===== config.mk =====
export PLATFORM = sky130hd
export DESIGN_NAME = flagrf
export DESIGN_NICKNAME = d
export VERILOG_FILES = /design/src/rtl/flagrf_pkg.sv /design/src/rtl/frf_bank.sv /design/src/rtl/frf_rdport.sv /design/src/rtl/frf_ctlpack.sv /design/src/rtl/flagrf.sv
export SDC_FILE = /design/constraint.sdc
export NUM_CORES = 2
export LEC_CHECK = 0
export ABC_AREA = 1
export CORE_UTILIZATION = 40
export CTS_CLUSTER_SIZE = 20
export DETAILED_ROUTE_END_ITERATION = 10
export PLACE_DENSITY = 0.62
export SKIP_LAST_GASP = 1
export SLEW_MARGIN = 0
export SYNTH_ARGS = -nofsm -noshare
export SYNTH_HDL_FRONTEND = slang
export SYNTH_SLANG_ARGS = --single-unit

===== constraint.sdc =====
create_clock -name clk -period 2.83 [get_ports clk]
set_input_delay 0.283 -clock clk [delete_from_list [all_inputs] [get_ports clk]]
set_output_delay 0.283 -clock clk [all_outputs]
set_load 0.05 [all_outputs]

===== src/rtl/flagrf_pkg.sv =====
package flagrf_pkg;

  // Flag bundle returned by a read port; bit order {n,z,v,c}
  typedef struct packed {
    logic n;
    logic z;
    logic v;
    logic c;
  } rd_flags_t;

  // Pair as written: a load forces both bits low
  function automatic logic [1:0] gate_pair(input logic is_load, input logic v, input logic c);
    return is_load ? 2'b00 : {v, c};
  endfunction

  // Build the four read flags from the sign bit, a zero test and the stored pair
  function automatic rd_flags_t derive_flags(input logic msb, input logic is_zero,
                                             input logic [1:0] pair);
    rd_flags_t f;
    f.n = msb;
    f.z = is_zero;
    f.v = pair[1];
    f.c = pair[0];
    return f;
  endfunction

endpackage


===== src/rtl/frf_bank.sv =====
module frf_bank #(
  parameter int NREG = 32,
  parameter int DW   = 32,
  parameter int AW   = $clog2(NREG)
) (
  input  logic              clk,
  input  logic              rst,
  input  logic              wr_en,
  input  logic [AW-1:0]     wr_addr,
  input  logic [DW-1:0]     wr_data,
  input  logic [1:0]        wr_pair,
  input  logic              ctl_wr_en,
  input  logic [2*NREG-1:0] ctl_wr_word,
  output logic [DW-1:0]     data_q [NREG],
  output logic [1:0]        pair_q [NREG]
);

  for (genvar g = 0; g < NREG; g++) begin : g_ent
    if (g == 0) begin : g_zero
      assign data_q[g] = '0;
      assign pair_q[g] = 2'b00;
    end else begin : g_live
      logic hit;
      logic [DW-1:0] d_r;
      logic [1:0]    p_r;
      assign hit = wr_en && (wr_addr == AW'(g));
      always_ff @(posedge clk) begin
        if (rst) begin
          d_r <= '0;
          p_r <= 2'b00;
        end else begin
          if (hit) d_r <= wr_data;
          if (hit)            p_r <= wr_pair;
          else if (ctl_wr_en) p_r <= ctl_wr_word[2*g +: 2];
        end
      end
      assign data_q[g] = d_r;
      assign pair_q[g] = p_r;
    end
  end

endmodule


===== src/rtl/frf_rdport.sv =====
module frf_rdport
  import flagrf_pkg::*;
#(
  parameter int NREG = 32,
  parameter int DW   = 32,
  parameter int AW   = $clog2(NREG)
) (
  input  logic [AW-1:0] rd_addr,
  input  logic [DW-1:0] data_q [NREG],
  input  logic [1:0]    pair_q [NREG],
  input  logic          wr_en,
  input  logic [AW-1:0] wr_addr,
  input  logic [DW-1:0] wr_data,
  input  logic [1:0]    wr_pair,
  output logic [DW-1:0] rd_data,
  output logic [3:0]    rd_flags
);

  logic          bypass;
  logic [DW-1:0] sel_data;
  logic [1:0]    sel_pair;
  rd_flags_t     fl;

  assign bypass = wr_en && (wr_addr == rd_addr) && (rd_addr != '0);

  always_comb begin
    sel_data = '0;
    sel_pair = 2'b00;
    if (bypass) begin
      sel_data = wr_data;
      sel_pair = wr_pair;
    end else if (int'(rd_addr) < NREG) begin
      sel_data = data_q[rd_addr];
      sel_pair = pair_q[rd_addr];
    end
  end

  assign fl       = derive_flags(sel_data[DW-1], sel_data == '0, sel_pair);
  assign rd_data  = sel_data;
  assign rd_flags = fl;

endmodule


===== src/rtl/frf_ctlpack.sv =====
module frf_ctlpack #(
  parameter int NREG = 32
) (
  input  logic [1:0]        pair_q [NREG],
  output logic [2*NREG-1:0] ctl_rd_word
);

  for (genvar g = 0; g < NREG; g++) begin : g_pk
    assign ctl_rd_word[2*g +: 2] = pair_q[g];
  end

endmodule


===== src/rtl/flagrf.sv =====
module flagrf
  import flagrf_pkg::*;
#(
  parameter int NREG = 32,
  parameter int DW   = 32,
  parameter int AW   = $clog2(NREG),
  parameter int CW   = 2 * NREG
) (
  input  logic          clk,
  input  logic          rst,
  input  logic [AW-1:0] rd_addr_a,
  output logic [DW-1:0] rd_data_a,
  output logic [3:0]    rd_flags_a,
  input  logic [AW-1:0] rd_addr_b,
  output logic [DW-1:0] rd_data_b,
  output logic [3:0]    rd_flags_b,
  input  logic          wr_en,
  input  logic [AW-1:0] wr_addr,
  input  logic [DW-1:0] wr_data,
  input  logic          wr_v,
  input  logic          wr_c,
  input  logic          wr_is_load,
  input  logic          ctl_wr_en,
  input  logic [CW-1:0] ctl_wr_word,
  output logic [CW-1:0] ctl_rd_word
);

  localparam int NPORT = 2;

  logic [DW-1:0] data_q [NREG];
  logic [1:0]    pair_q [NREG];
  logic [1:0]    wr_pair;
  logic [AW-1:0] rd_addr_v [NPORT];
  logic [DW-1:0] rd_data_v [NPORT];
  logic [3:0]    rd_flags_v[NPORT];

  assign wr_pair = gate_pair(wr_is_load, wr_v, wr_c);

  frf_bank #(.NREG(NREG), .DW(DW), .AW(AW)) u_bank (
    .clk(clk), .rst(rst),
    .wr_en(wr_en), .wr_addr(wr_addr), .wr_data(wr_data), .wr_pair(wr_pair),
    .ctl_wr_en(ctl_wr_en), .ctl_wr_word(ctl_wr_word),
    .data_q(data_q), .pair_q(pair_q)
  );

  assign rd_addr_v[0] = rd_addr_a;
  assign rd_addr_v[1] = rd_addr_b;

  for (genvar p = 0; p < NPORT; p++) begin : g_rd
    frf_rdport #(.NREG(NREG), .DW(DW), .AW(AW)) u_rd (
      .rd_addr(rd_addr_v[p]), .data_q(data_q), .pair_q(pair_q),
      .wr_en(wr_en), .wr_addr(wr_addr), .wr_data(wr_data), .wr_pair(wr_pair),
      .rd_data(rd_data_v[p]), .rd_flags(rd_flags_v[p])
    );
  end

  assign rd_data_a  = rd_data_v[0];
  assign rd_flags_a = rd_flags_v[0];
  assign rd_data_b  = rd_data_v[1];
  assign rd_flags_b = rd_flags_v[1];

  frf_ctlpack #(.NREG(NREG)) u_pack (
    .pair_q(pair_q), .ctl_rd_word(ctl_rd_word)
  );

endmodule


==> summary.md <==
| Metric | Value |
|---|---|
| Sw Pwr | `between 10 and 15 mW` |
| Filler cells | `roughly 14000` |
| Core Region | `approximately 140000 um^2` |
| P per Cell Area | `approximately 540 nW/um^2` |
| Tmin final | `around 3000 ps` |
| First drt pass iteration count | `8` |
| 1st-iter DRT viols | `about 9600` |
| P&R area growth vs syn | `22.85%` |
| Die Width | `around 380 um` |
| Vias/cell | `5.914` |
| Hold violation count in the final report | `0` |
| Switching part of the total | `between 30% and 40%` |
| Initial Util | `between 40 and 50%` |
| Synth Instances | `about 9300` |
| Fin crit share | `108.9%` |
| Outcome | `complete, but fails checks` |
| Die Ht | `around 380 um` |
| Worst setup SP type | `register` |
| Avg Cell Area, Syn | `roughly 6.3 um^2` |
| Yosys cell types | `38` |
| Normalized max-slew margin | `a little under a third` |
| CTS tree | `yes` |
| Top-Level Pins | `approximately 250` |
| Clock power frac | `between 40% and 50%` |
| Hold Path Depth | `4` |
| Final #Nets | `around 9500` |
| Top Metal Used | `met5` |
| Violated checks | `negative setup slack` |
| Die area | `around 150000 um^2` |
| Detailed Route WL | `between 200 and 300 mm` |
| Final design utilization | `between 40 and 50%` |
| Setup-failing EPs final | `2` |
| Layout cell share with drive strength beyond 1 | `between 10% and 20%` |
| RSZ-0062 raised after global routing | `true` |
| Critical Path AT | `about 2800 ps` |
| Met3 Wirelength | `roughly 33 mm` |
| Vias | `a little under 70000` |
| P_int | `27.20 mW` |
| Initial antenna violation count | `8` |
| All-Layer GR Usage | `approximately 37%` |
| H-tree levels | `3` |
| Final HPWL from detailed placement | `~180 mm` |
| Reg2reg setup slack | `1930 ps` |
| Power Total | `between 30 and 40 mW` |
| Met2 Wirelength | `between 100 and 150 mm` |
| Vias in the first global route | `61450` |
| Register area share after synthesis | `a little over a third` |
| Critical R2R Launch | `u_bank.g_ent[11].g_live.p_r[1]` |
| Worst setup margin | `-251.9 ps` |
| Synthesized flop and latch total | `1054` |
| Worst-Margin Slew | `1037 ps` |
| Clock transition at path regs | `approximately 60 ps` |
| Leak Pwr | `28.39 nW` |
| Row cnt | `around 140` |
| Max-slew violation count | `0` |
| Data required, critical path | `roughly 2600 ps` |
| Post-DRT Antenna Nets | `0` |
| WS Path Type | `register to output pin` |
| Reg2reg path depth | `4` |
| GP Congestion | `0.9815` |
| Mean routed wirelength per cell | `24.61 um` |
| Max Freq | `between 300 and 400 MHz` |
| Wire length of the first global-routing pass | `410.2 mm` |
| Clk Tree Root Cell | `clkbuf_16` |
| Sequential power share | `approximately two fifths` |
| Hold Startpoint | `ctl_wr_en` |
| Hold Path Class | `input port to register` |
| DP Worst Slack | `-797.1 ps` |
| Combinational share of power | `18.5%` |
| Crit Path Max Fanout | `2` |
| TritonCTS buffer count | `roughly 120` |
| Worst flop-to-flop path endpoint | `u_bank.g_ent[11].g_live.p_r[1]` |
| Peak VDD IR | `0.5072 mV` |
| Setup TNS | `-439.8 ps` |
| Clock Latency Late Sink | `~760 ps` |
| CP endpoint kind | `output pin` |
| Max cap viols | `0` |
| Clk buf depth | `3` |
| WL met1 | `around 110 mm` |
| Clk sink count | `between 1000 and 1500` |
| Overflow after GRT | `0` |
| Synth warn | `0` |
| Worst Skew | `0 ps` |
| Mapped Area | `about 60000 um^2` |
| DRC Markers | `0` |
| Hold EP | `u_bank.g_ent[28].g_live.p_r[1]` |
| IO buf count | `approximately 250` |
| Largest net degree at the start of global routing | `142` |
-- worst max-delay path, cell delays in order (launching register included) --
cell and delay (ps):
dfxtp_2 320, nand2_1 50, nand2_1 50, nor2_2 150, nor2_1 50, nor2_1 100
nor2_1 70, nand2_2 130, nand2_2 80, nor2_4 110, nor2_2 50, nor2_2 90
nand2_2 90, nor2_4 230, nand2_4 120, nor2_4 180, buf_12 150
-- layout make-up --
type | count | area [um^2] | area share [%]
Clock buffer | 181 | 3602 | 5.024
Antenna cell | 6 | 15.01 | 0.02094
Sequential cell | 1054 | 21110 | 29.44
Tap cell | 1903 | 2381 | 3.321
Multi-Input combinational cell | 6458 | 30700 | 42.82
Timing Repair Buffer | 895 | 10000 | 13.95
Inverter | 888 | 3391 | 4.729
Clock inverter | 37 | 498.0 | 0.6945
-- power groups by stage --
stage / combinational, mW / clock (mW) / sequential, mW
after floorplan: 3.49 / 0 / 15.7
final: 7.22 / 16.5 / 15.2
after detailed placement: 6.90 / 0 / 15.5
after CTS: 6.97 / 16.6 / 15.2
after global routing: 7.53 / 17.2 / 15.2
after global placement: 6.88 / 0 / 15.5
-- logic make-up after synthesis --
logic type,synth area share [%]
other cells,0.006425
buf+inv,12.31
simple gates,27.32
compound gates,24.16
xor+xnor,0.04503
flops,36.15
-- cells in the final DEF, fill, tap and decap left out, types with 29 or more instances in the layout --
master / count
nand2_1: 2023
a21oi_1: 1153
nand3_1: 1146
o21ai_0: 1068
dfxtp_1: 1047
inv_1: 843
buf_4: 491
nor2_1: 479
o211ai_1: 274
buf_12: 224
clkdlybuf4s50_1: 160
clkbuf_16: 120
a31oi_1: 81
nand3_2: 41
clkbuf_8: 37
nand4_1: 30
inv_2: 29
o21ai_1: 29
-- worst max path at each step --
stage | end | slack (ps) | cells past startpoint | startpoint
2_1_floorplan | rd_flags_a[2] | 170 | 15 | rd_addr_a[0]
3_3_place_gp | rd_flags_b[2] | -820 | 17 | wr_addr[0]
3_5_place_dp | rd_flags_b[2] | -800 | 17 | wr_addr[0]
4_1_cts | rd_flags_b[2] | -170 | 16 | u_bank.g_ent[23].g_live.d_r[1]
5_1_grt | rd_flags_b[2] | -320 | 16 | u_bank.g_ent[7].g_live.d_r[0]
6_report | rd_flags_b[2] | -250 | 16 | u_bank.g_ent[7].g_live.d_r[0]
-- synth_stat cells --
master,count,area [um^2]
a211oi_1,1,7.510
a21oi_1,1153,5771
a221oi_1,6,52.55
a22oi_1,13,97.59
a311oi_1,1,8.760
a31oi_1,81,506.7
buf_1,66,247.7
buf_2,230,1151
buf_4,38,285.3
buf_6,11,123.9
clkbuf_1,541,2031
clkinv_1,5,18.77
conb_1,1,3.750
dfxtp_1,1054,21100
inv_1,870,3266
inv_2,10,37.54
inv_4,1,6.260
inv_6,2,17.52
nand2_1,2066,7755
nand2_2,1,6.260
nand2_4,1,11.26
nand3_1,1193,5971
nand4_1,30,187.7
nor2_1,512,1922
nor2_2,2,12.51
nor2_4,1,11.26
nor2_8,2,40.04
nor3_1,3,15.01
nor3_2,1,10.01
o211ai_1,274,2057
o21ai_0,1069,5350
o21ai_1,28,140.1
o221ai_1,9,78.83
o22ai_1,4,25.02
o311ai_0,1,8.760
or2_0,1,6.260
xnor2_1,1,8.760
xor2_1,2,17.52
-- timing repair --
item                                    CTS  global route
pin swaps                                26            52
endpoints found under the setup margin   38             3
resized for setup                        74            70
endpoints found under the hold margin     3             0
setup buffers                             4             3
hold buffers                              1             0
-- metal layers --
metal	vias up	track usage, %
li1	30960	-
met1	31160	47.92
met2	4434	56.53
met3	983	7.214
met4	8	21.20
met5	-	0
-- sequential cells by signal, summed over array words and instances, names as in the netlist --
| register | count |
|---|---|
| u_bank.g_ent.g_live.d_r | 992 |
| u_bank.g_ent.g_live.p_r | 62 |
-- per-stage QoR --
step	cell area [um^2]	hold slack (ps)	std cells
finish	71700	63.78	11420
floorplan	58370	433.7	9286
detailed placement	67050	449.0	11190
CTS	71460	33.77	11410
global route	71690	64.08	11420
global placement	67050	445.9	11190
No activity file was read; power rests on OpenSTA's default activity.
